===== src/rtl/idpage_pkg.sv =====
// Shared definitions for the identification page controller.
// Assumes the front end encodes instruction kinds as listed below.
package idpage_pkg;
    typedef enum logic [1:0] {
        KIND_RD_PAGE  = 2'b00,
        KIND_WR_PAGE  = 2'b01,
        KIND_RD_LOCK  = 2'b10,
        KIND_SET_LOCK = 2'b11
    } idp_kind_e;
endpackage


===== src/rtl/idpage_frame.sv =====
// Frame tracker: records kind and lock-select address bit of the current
// frame and whether a whole data byte arrived. Assumes cmd_start and
// frame_end never coincide.
module idpage_frame #(
    parameter int ADDR_W  = 24,
    parameter int SEL_BIT = 10
) (
    input  logic                 clk,
    input  logic                 rst_n,
    input  logic                 cmd_start,
    input  idpage_pkg::idp_kind_e cmd_kind,
    input  logic [ADDR_W-1:0]    cmd_addr,
    input  logic                 dat_valid,
    input  logic                 frame_end,
    output logic                 active,
    output idpage_pkg::idp_kind_e kind_q,
    output logic                 sel_q,
    output logic                 byte_seen
);
    // Track frame open/close, kind, select bit and byte arrival.
    always_ff @(posedge clk) begin
        if (!rst_n) begin
            active    <= 1'b0;
            kind_q    <= idpage_pkg::KIND_RD_PAGE;
            sel_q     <= 1'b0;
            byte_seen <= 1'b0;
        end else if (cmd_start) begin
            active    <= 1'b1;
            kind_q    <= cmd_kind;
            sel_q     <= cmd_addr[SEL_BIT];
            byte_seen <= 1'b0;
        end else begin
            if (frame_end) active <= 1'b0;
            if (dat_valid && active) byte_seen <= 1'b1;
        end
    end

    AST_NO_BYTE_WHEN_IDLE: assert property (@(posedge clk) disable iff (!rst_n)
        (!active && !cmd_start) |=> !byte_seen || $past(byte_seen));
endmodule


===== src/rtl/idpage_lock_cell.sv =====
// One-time lock cell. Models a non-volatile bit: the functional reset does
// not touch it, only nv_erase clears it. Assumes nv_erase is applied at
// power-on.
module idpage_lock_cell (
    input  logic clk,
    input  logic rst_n,
    input  logic nv_erase,
    input  logic set_req,
    output logic locked
);
    // Set on an accepted lock, clear only on erase.
    always_ff @(posedge clk) begin
        if (nv_erase)     locked <= 1'b0;
        else if (set_req) locked <= 1'b1;
    end

    AST_LOCK_STICKY: assert property (@(posedge clk) disable iff (!rst_n)
        (locked && !nv_erase) |=> locked);
endmodule


===== src/rtl/idpage_store.sv =====
// Page storage with a staging buffer. Bytes of a write frame go to the
// staging buffer and commit to the page in one cycle. Reads return the page
// byte at a pointer that wraps within the page, or the lock status byte.
// Assumes rd_go and wr_go never coincide with cmd_start.
module idpage_store #(
    parameter int DEPTH  = 256,
    parameter int DATA_W = 8,
    localparam int PTR_W = $clog2(DEPTH)
) (
    input  logic              clk,
    input  logic              rst_n,
    input  logic              nv_erase,
    input  logic              cmd_start,
    input  logic [PTR_W-1:0]  base_ptr,
    input  logic              wr_go,
    input  logic [DATA_W-1:0] wr_byte,
    input  logic              commit,
    input  logic              rd_go,
    input  logic              rd_status,
    input  logic [DATA_W-1:0] status_byte,
    output logic              rd_valid,
    output logic [DATA_W-1:0] rd_data
);
    logic [DATA_W-1:0] page_mem  [DEPTH];
    logic [DATA_W-1:0] stage_mem [DEPTH];
    logic [DEPTH-1:0]  stage_mask;
    logic [PTR_W-1:0]  cur_ptr;

    // Byte pointer: loaded at frame start, advanced per byte, wraps in page.
    always_ff @(posedge clk) begin
        if (!rst_n)                           cur_ptr <= '0;
        else if (cmd_start)                   cur_ptr <= base_ptr;
        else if (wr_go || (rd_go && !rd_status)) cur_ptr <= cur_ptr + 1'b1;
    end

    // Staging buffer: collects write bytes of the open frame.
    always_ff @(posedge clk) begin
        if (!rst_n || cmd_start) begin
            stage_mask <= '0;
        end else if (wr_go) begin
            stage_mask[cur_ptr] <= 1'b1;
        end
        if (wr_go) stage_mem[cur_ptr] <= wr_byte;
    end

    // Page array: erased to all ones, updated only by a commit.
    always_ff @(posedge clk) begin
        for (int i = 0; i < DEPTH; i++) begin
            if (nv_erase)                        page_mem[i] <= '1;
            else if (commit && stage_mask[i])    page_mem[i] <= stage_mem[i];
        end
    end

    // Read port: one byte per request, one cycle latency.
    always_ff @(posedge clk) begin
        if (!rst_n) begin
            rd_valid <= 1'b0;
            rd_data  <= '0;
        end else begin
            rd_valid <= rd_go;
            if (rd_go) rd_data <= rd_status ? status_byte : page_mem[cur_ptr];
        end
    end

    AST_READ_HAS_REQ: assert property (@(posedge clk) disable iff (!rst_n)
        rd_valid |-> $past(rd_go));
    AST_NO_COMMIT_AT_START: assert property (@(posedge clk) disable iff (!rst_n)
        cmd_start |-> !commit);
endmodule


===== src/rtl/idpage_ctrl.sv =====
// Lockable identification page controller (top). Decides at deselect
// whether a page write or lock instruction is accepted, rejected or ignored,
// and drives the program and latch-clear pulses one cycle later.
// Assumes decoded instruction input from a serial front end.
module idpage_ctrl #(
    parameter int ADDR_W     = 24,
    parameter int PAGE_BYTES = 256,
    parameter int DATA_W     = 8,
    parameter int SEL_BIT    = 10,
    localparam int PTR_W     = $clog2(PAGE_BYTES)
) (
    input  logic              clk,
    input  logic              rst_n,
    input  logic              nv_erase,
    input  logic              cmd_start,
    input  logic [1:0]        cmd_kind,
    input  logic [ADDR_W-1:0] cmd_addr,
    input  logic              dat_valid,
    input  logic [DATA_W-1:0] dat_byte,
    input  logic              rd_req,
    input  logic              frame_end,
    input  logic              frame_aligned,
    input  logic              wel,
    output logic              rd_valid,
    output logic [DATA_W-1:0] rd_data,
    output logic              page_wr_req,
    output logic              lock_prog_req,
    output logic              wel_clear,
    output logic              locked
);
    import idpage_pkg::*;

    idp_kind_e   kind_in, kind_q;
    logic        active, sel_q, byte_seen;
    logic        closing, do_commit, do_lock, do_clr;
    logic        wr_go, rd_go, rd_status;
    logic [DATA_W-1:0] status_byte;
    logic        addr_unused;

    assign kind_in     = idp_kind_e'(cmd_kind);
    assign addr_unused = ^cmd_addr;

    idpage_frame #(.ADDR_W(ADDR_W), .SEL_BIT(SEL_BIT)) u_frame (
        .clk       (clk),
        .rst_n     (rst_n),
        .cmd_start (cmd_start),
        .cmd_kind  (kind_in),
        .cmd_addr  (cmd_addr),
        .dat_valid (dat_valid),
        .frame_end (frame_end),
        .active    (active),
        .kind_q    (kind_q),
        .sel_q     (sel_q),
        .byte_seen (byte_seen)
    );

    idpage_lock_cell u_lock (
        .clk      (clk),
        .rst_n    (rst_n),
        .nv_erase (nv_erase),
        .set_req  (do_lock),
        .locked   (locked)
    );

    // Route data bytes and read requests to the store by frame kind.
    always_comb begin
        wr_go       = dat_valid && active && (kind_q == KIND_WR_PAGE);
        rd_status   = (kind_q == KIND_RD_LOCK);
        rd_go       = rd_req && active &&
                      (kind_q == KIND_RD_PAGE || kind_q == KIND_RD_LOCK);
        status_byte = {{(DATA_W-1){1'b0}}, locked && sel_q};
    end

    idpage_store #(.DEPTH(PAGE_BYTES), .DATA_W(DATA_W)) u_store (
        .clk         (clk),
        .rst_n       (rst_n),
        .nv_erase    (nv_erase),
        .cmd_start   (cmd_start),
        .base_ptr    (cmd_addr[PTR_W-1:0]),
        .wr_go       (wr_go),
        .wr_byte     (dat_byte),
        .commit      (do_commit),
        .rd_go       (rd_go),
        .rd_status   (rd_status),
        .status_byte (status_byte),
        .rd_valid    (rd_valid),
        .rd_data     (rd_data)
    );

    // Deselect decision: accept, reject on lock, or ignore.
    always_comb begin
        closing   = frame_end && active && frame_aligned && byte_seen;
        do_commit = 1'b0;
        do_lock   = 1'b0;
        do_clr    = 1'b0;
        if (closing) begin
            case (kind_q)
                KIND_WR_PAGE: begin
                    if (locked) begin
                        do_clr = 1'b1;
                    end else if (wel) begin
                        do_commit = 1'b1;
                        do_clr    = 1'b1;
                    end
                end
                KIND_SET_LOCK: begin
                    if (sel_q && locked) begin
                        do_clr = 1'b1;
                    end else if (sel_q && wel) begin
                        do_lock = 1'b1;
                        do_clr  = 1'b1;
                    end
                end
                default: ;
            endcase
        end
    end

    // Output pulses, one cycle after deselect.
    always_ff @(posedge clk) begin
        if (!rst_n) begin
            page_wr_req   <= 1'b0;
            lock_prog_req <= 1'b0;
            wel_clear     <= 1'b0;
        end else begin
            page_wr_req   <= do_commit;
            lock_prog_req <= do_lock;
            wel_clear     <= do_clr;
        end
    end

    AST_WRITE_NEEDS_WEL: assert property (@(posedge clk) disable iff (!rst_n)
        page_wr_req |-> ($past(wel) && !$past(locked)));
    AST_WRITE_CLEARS_WEL: assert property (@(posedge clk) disable iff (!rst_n)
        page_wr_req |-> wel_clear);
    AST_LOCK_TAKES: assert property (@(posedge clk) disable iff (!rst_n)
        lock_prog_req |-> (locked && !$past(locked) && $past(wel)));
    AST_LOCKED_NO_PROG: assert property (@(posedge clk) disable iff (!rst_n)
        $past(locked) && !$past(nv_erase) |-> !page_wr_req && !lock_prog_req);
    AST_ONE_PROG: assert property (@(posedge clk) disable iff (!rst_n)
        $onehot0({page_wr_req, lock_prog_req}));
endmodule


===== config.mk =====
export PLATFORM = sky130hd
export DESIGN_NAME = idpage_ctrl
export DESIGN_NICKNAME = d
export VERILOG_FILES = /design/src/rtl/idpage_pkg.sv /design/src/rtl/idpage_frame.sv /design/src/rtl/idpage_lock_cell.sv /design/src/rtl/idpage_store.sv /design/src/rtl/idpage_ctrl.sv
export SDC_FILE = /design/constraint.sdc
export NUM_CORES = 2
export LEC_CHECK = 0
export BUFFER_PORTS_ARGS = -buffer_cell sky130_fd_sc_hd__buf_2
export CORE_ASPECT_RATIO = 0.5
export CORE_MARGIN = 3
export CORE_UTILIZATION = 44
export DETAILED_ROUTE_END_ITERATION = 10
export PLACE_DENSITY = 0.71
export SKIP_CTS_REPAIR_TIMING = 1
export SYNTH_ARGS = -nofsm -noshare
export SYNTH_HDL_FRONTEND = slang
export SYNTH_SLANG_ARGS = --single-unit

===== constraint.sdc =====
create_clock -name clk -period 3.1 [get_ports clk]
set_input_delay 0.155 -clock clk [delete_from_list [all_inputs] [get_ports clk]]
set_output_delay 0.155 -clock clk [all_outputs]
set_load 0.05 [all_outputs]

Word-level counts from Yosys, hierarchy flattened

Memory sizes are Yosys's and may differ from the RTL's. A register that Yosys moved wholly into a read port is not among the register bits.
Index checks and enable logic that the tools add are counted.

Flip-flop bits (word level): 282
Memory bits (writable): 4096
Bits of input ports: 43
Output and inout port bits: 13
Word-level logic and storage cells: 1603
Memories kept: 2

Memory list:

| name              | depth | width | read ports | clocked after memory_dff | write ports | line               | text |
|---|---|---|---|---|---|---|---|
| u_store.page_mem  | 256   | 8     | 1          | 1                        | 256         | idpage_store.sv:24 | `logic [DATA_W-1:0] page_mem [DEPTH];` |
| u_store.stage_mem | 256   | 8     | 256        | 0                        | 1           | idpage_store.sv:25 | `logic [DATA_W-1:0] stage_mem [DEPTH];` |

Add/subtract/negate cells: 1
$lt $le $gt $ge: 2
Equal/unequal tests: 3
Mux-type cells: 1048
Bitwise gates (word level): 258
Reduce and logical (&&, ||, !) cells: 277

Operator list:

| kind                                                                                | count |
|---|---|
| 8-bit two-way mux                                                                   | 261 |
| 1-bit two-way mux                                                                   | 785 |
| 1-bit logical AND                                                                   | 267 |
| 1-bit bitwise OR                                                                    | 256 |
| 256-bit bitwise OR                                                                  | 1 |
| 8-bit by 9-bit < comparator with 1-bit output, second input constant                | 1 |
| 8-bit by 1-bit adder with 8-bit output, second input constant                       | 1 |
| 1-bit demux with 8-bit select                                                       | 1 |
| 8-bit by 1-bit greater-or-equal comparator with 1-bit output, second input constant | 1 |
| 2-bit equality test, second input constant                                          | 2 |
| 2-bit nonzero test                                                                  | 2 |
| 1-bit logical OR                                                                    | 3 |
| 2-bit by 1-bit equality test with 1-bit output, second input constant               | 1 |
| 1-bit zero test                                                                     | 2 |
| 2-bit zero test                                                                     | 1 |
| 1-bit case mux with 2 select lines                                                  | 1 |
| 2-bit AND reduction                                                                 | 1 |
| 2-bit OR reduction                                                                  | 1 |
| 1-bit inverter                                                                      | 1 |

Depth between registers and ports, before layout

Depth after elaboration: 9
Depth in mapped cells: 13
Gate-level depth less buffers: 7

Cells and area by module

A second synthesis with hierarchy kept.

Cells, all modules: 9579
Area, all modules: 166036.7 µm²

Modules (own cells, without submodules):

| module           | instances | cells an instance | area an instance (µm²) | sequential area each (µm²) |
|---|---|---|---|---|
| idpage_store     | 1         | 9538              | 165640.1               | 128623.4 |
| idpage_frame     | 1         | 16                | 186.4                  | 100.1 |
| idpage_ctrl      | 1         | 23                | 180.2                  | 60.1 |
| idpage_lock_cell | 1         | 2                 | 30.0                   | 20.0 |

Worst setup path before layout

No wires, ideal clock.

Path kind: register -> register
Start point: register with a tool-made name
End point: register u_store.rd_data[5]
Library setup time: 117 ps
Arrival: 2323 ps
Data required time: 2983 ps
Setup slack: 659 ps
Cell stages (with the launch flop): 11
Buffers on the path: 4
Clock period less this slack: 2441 ps
Path through: dfxtp_1 -> buf_6 -> buf_6 -> buf_6 -> buf_6 -> mux4_2 -> mux2i_1 -> o22ai_1 -> nor4_1 -> nand3_1 -> a32o_1

RTL lines:

| what                 | line               | text |
|---|---|---|
| to (signal assigned) | idpage_store.sv:61 | `if (rd_go) rd_data <= rd_status ? status_byte : page_mem[cur_ptr];` |
| to (decl)            | idpage_store.sv:22 | `output logic [DATA_W-1:0] rd_data` |

==> flow_summary_export.csv <==
group,metric,value,unit
logic_synthesis,synth_fa_ha_area_frac,0.000301,
global_routing,grt_use_total,0.221,
logic_synthesis,synth_top_family_by_area,"simple AND/OR/NAND/NOR gates",
route,firstDrtPassIters,6,
final_layout,layout-drive-gt1-share,0.195,
route,drc,0,
logic_synthesis,syn_area_per_cell,17.8,um2
logic_synthesis,synth_nets,9394,
placement,io_buffers,40,
final_layout,layout_common_cells,"edfxtp_1 (4096), nand2b_1 (2063), nor2_1 (747), buf_4 (633), mux4_2 (499)",
route,vias,88400,
global_routing,antenna_found_initial,29,
logic_synthesis,synthArstFlopShare,0,
logic_synthesis,synth-edff-count,4096,
die,die_area,386000,um2
final_layout,nNetsFinal,10300,
sta,max_freq,0.314,GHz
clock_tree,cts.htree.levels,5,
logic_synthesis,ys_warn_count,0,
final_layout,final_area,192000,um2
setup_path,r2r_end,"u_store.rd_data[0]",
sta,rsz0062_at_grt,"true",
die,ios,56,
sta,hold_viol,0,
worst_hold_path,hold_path_class,"in2reg",
setup_path,crit_path_start_kind,"flop",
placement,postPlaceCellArea,178000,um2
run,cap_violations,0,
global_routing,grtUsageMet1,0.305,
global_routing,grt_max_degree,107,
logic_synthesis,ys_seq_area_frac,0.774,
sta,maxSlewViolCount,0,
logic_synthesis,synth.cell_area,166000,um2
logic_synthesis,synth_compound_area_frac,0.0254,
final_layout,area_growth,15.7,%
setup_path,crit_end,"u_store.rd_data[0]",
die,start_util,0.445,
global_routing,grt_pass1_vias,85000,
worst_hold_path,hold_depth,5,
power_and_ir_drop,p_per_area,616,nW/um2
clock_tree,worstSkewPairLatency,0.92,ns
logic_synthesis,synthSimpleGateAreaFrac,0.113,
route,drt-wirelength-per-cell,28.2,um
die,fp.dieH,441,um
setup_path,critPathKind,"reg2reg",
logic_synthesis,synth-xor-area-share,0.000368,
outcome,violations,"negative setup slack",
final_layout,fillCellCount,28900,
setup_path,cp.required,3.88,ns
clock_tree,clkSinkCount,4386,
setup_path,path_max_fanout,7,
logic_synthesis,ys_types,68,
logic_synthesis,ys_ff_latch,4386,
sta,post-route-period-util,1.03,
sta,worst_slack,-0.0859,ns
global_routing,busiest_layer,"met2",
logic_synthesis,netlist_instances,9347,
final_layout,layout_commonest_cell,"edfxtp_1",
clock_tree,cts_buffer_depth,4,
sta,relSlewSlack,0.204,
sta,finalSetupViolCount,6,
route,wl,438000,um
global_routing,grt_overflow,0,
placement,place_congestion,0.941,
clock_tree,path_clk_slew,0.07,ns
die,num_rows,158,
placement,hpwl,281000,um
global_routing,use_met3,0.0484,
die,core,374000,um2
power_and_ir_drop,finalPower,0.119,W
route,drt_iter0_drc,12900,
global_routing,grt.met2_usage,0.350,
outcome,outcome,"finished, violations left",
clock_tree,tritoncts,"built",
route,avgViaCountPerCell,5.69,
power_and_ir_drop,leakagePower,54.7,nW
die,die-width,876,um
setup_path,r2r_slack,-0.09,ns
sta,finalSetupTns,-0.291,ns
clock_tree,numCtsBuffers,388,
setup_path,worstSetupEndpointType,"flop",
sta,whs,0.0277,ns
sta,min_period,3.19,ns
global_routing,grt_pass1_wl,611000,um
route,detail-route-antenna-nets,0,
sta,worst_pin_slew,1.19,ns
clock_tree,root_buffer,"clkbuf_16",
setup_path,r2r_cells,11,
logic_synthesis,ys.flop_type,"edfxtp_1",
logic_synthesis,synthMuxAreaShare,0.0753,
setup_path,arrival,3.96,ns
sta,skew,0.0549,ns
power_and_ir_drop,irDropWorstVdd,0.536,mV
-- routing by layer --
| metal | part of all wire | up-vias |
|---|---|---|
| li1 | - | 36900 |
| met1 | 0.38 | 45400 |
| met2 | 0.47 | 5266 |
| met3 | 0.12 | 812 |
| met4 | 0.036 | 4 |
| met5 | 0.000050 | - |
-- worst min path at each step --
stage,from,to,slack [ns]
floorplan,dat_byte[0],u_store.stage_mem[0][0],0.25
global placement,dat_valid,u_frame.byte_seen,0.41
detailed placement,dat_valid,u_frame.byte_seen,0.42
CTS,cmd_kind[1],u_frame.kind_q[1],-0.56
global route,rd_req,u_store.rd_data[6],0.006
finish,rd_req,u_store.rd_data[6],0.03
-- critical path, cell delays in order, from the launching register on --
cell	delay, ns
dfxtp_4	0.43
buf_12	0.17
buf_12	0.15
clkbuf_16	0.18
buf_12	0.13
mux4_2	0.51
mux4_2	0.56
a21oi_4	0.33
a311oi_2	0.16
o21ai_1	0.16
buf_4	0.17
nand4_1	0.07
-- synthesized netlist by cell type, types with 41 or more instances --
master | instances | area (um2)
a21o_1 | 256 | 1920
a21oi_1 | 51 | 255
and2_1 | 281 | 1760
buf_2 | 71 | 355
clkbuf_1 | 197 | 739
dfxtp_1 | 290 | 5810
edfxtp_1 | 4096 | 123000
mux2i_1 | 114 | 1140
mux4_2 | 499 | 11200
nand2_1 | 158 | 593
nand2b_1 | 2064 | 12900
nand3_1 | 41 | 205
nor2_1 | 754 | 2830
o22ai_1 | 68 | 425
-- report_power, final --
group          switching, W  total [W]  leakage (nW)  internal, W
sequential        0.0000882     0.0647          34.8       0.0646
combinational       0.00323    0.00465          13.5      0.00142
clock                0.0215     0.0493          6.35       0.0278
-- sequential cells by signal (all words and copies together), names as in the netlist, named ones only --
register            flops
u_frame.kind_q          2
u_store.rd_valid        1
u_store.cur_ptr         8
wel_clear               1
u_frame.active          1
page_wr_req             1
u_store.stage_mem    2048
u_store.stage_mask    256
u_lock.locked           1
lock_prog_req           1
u_store.rd_data         8
u_store.page_mem     2048
u_frame.sel_q           1
u_frame.byte_seen       1
-- logic make-up (layout without fill, tap and decap cells) --
logic type | Yosys count | in the layout
DFF | 4386 | 4386
adders and majority gates | 4 | 4
buffers and inverters | 351 | 1574
muxes | 626 | 626
AOI/OAI and AO/OA | 578 | 578
other | 0 | 17
and+or+nand+nor | 3395 | 3395
xor gates and xnor gates | 7 | 7
-- stage by stage --
step / util / setup WS (ns) / cells
3_3_place_gp: 0.476 / -0.628 / 14700
2_1_floorplan: - / 0.659 / 9347
6_report: 0.515 / -0.0859 / 15500
4_1_cts: 0.511 / -0.662 / 15400
3_5_place_dp: 0.476 / -0.636 / 14700
5_1_grt: 0.515 / -0.0693 / 15500
-- area by class of cell --
cell class	count	area, um2	area share
well taps	4960	6210	0.0322
flip-flops and latches	4386	129000	0.669
multi-input cells	4610	36300	0.189
diodes	17	42.5	0.000221
inverters	11	46.3	0.000241
clock inverters	187	2040	0.0106
repair buffers	845	8100	0.0421
clock buffers	531	10900	0.0567
No activity file was read; power rests on OpenSTA's default activity.
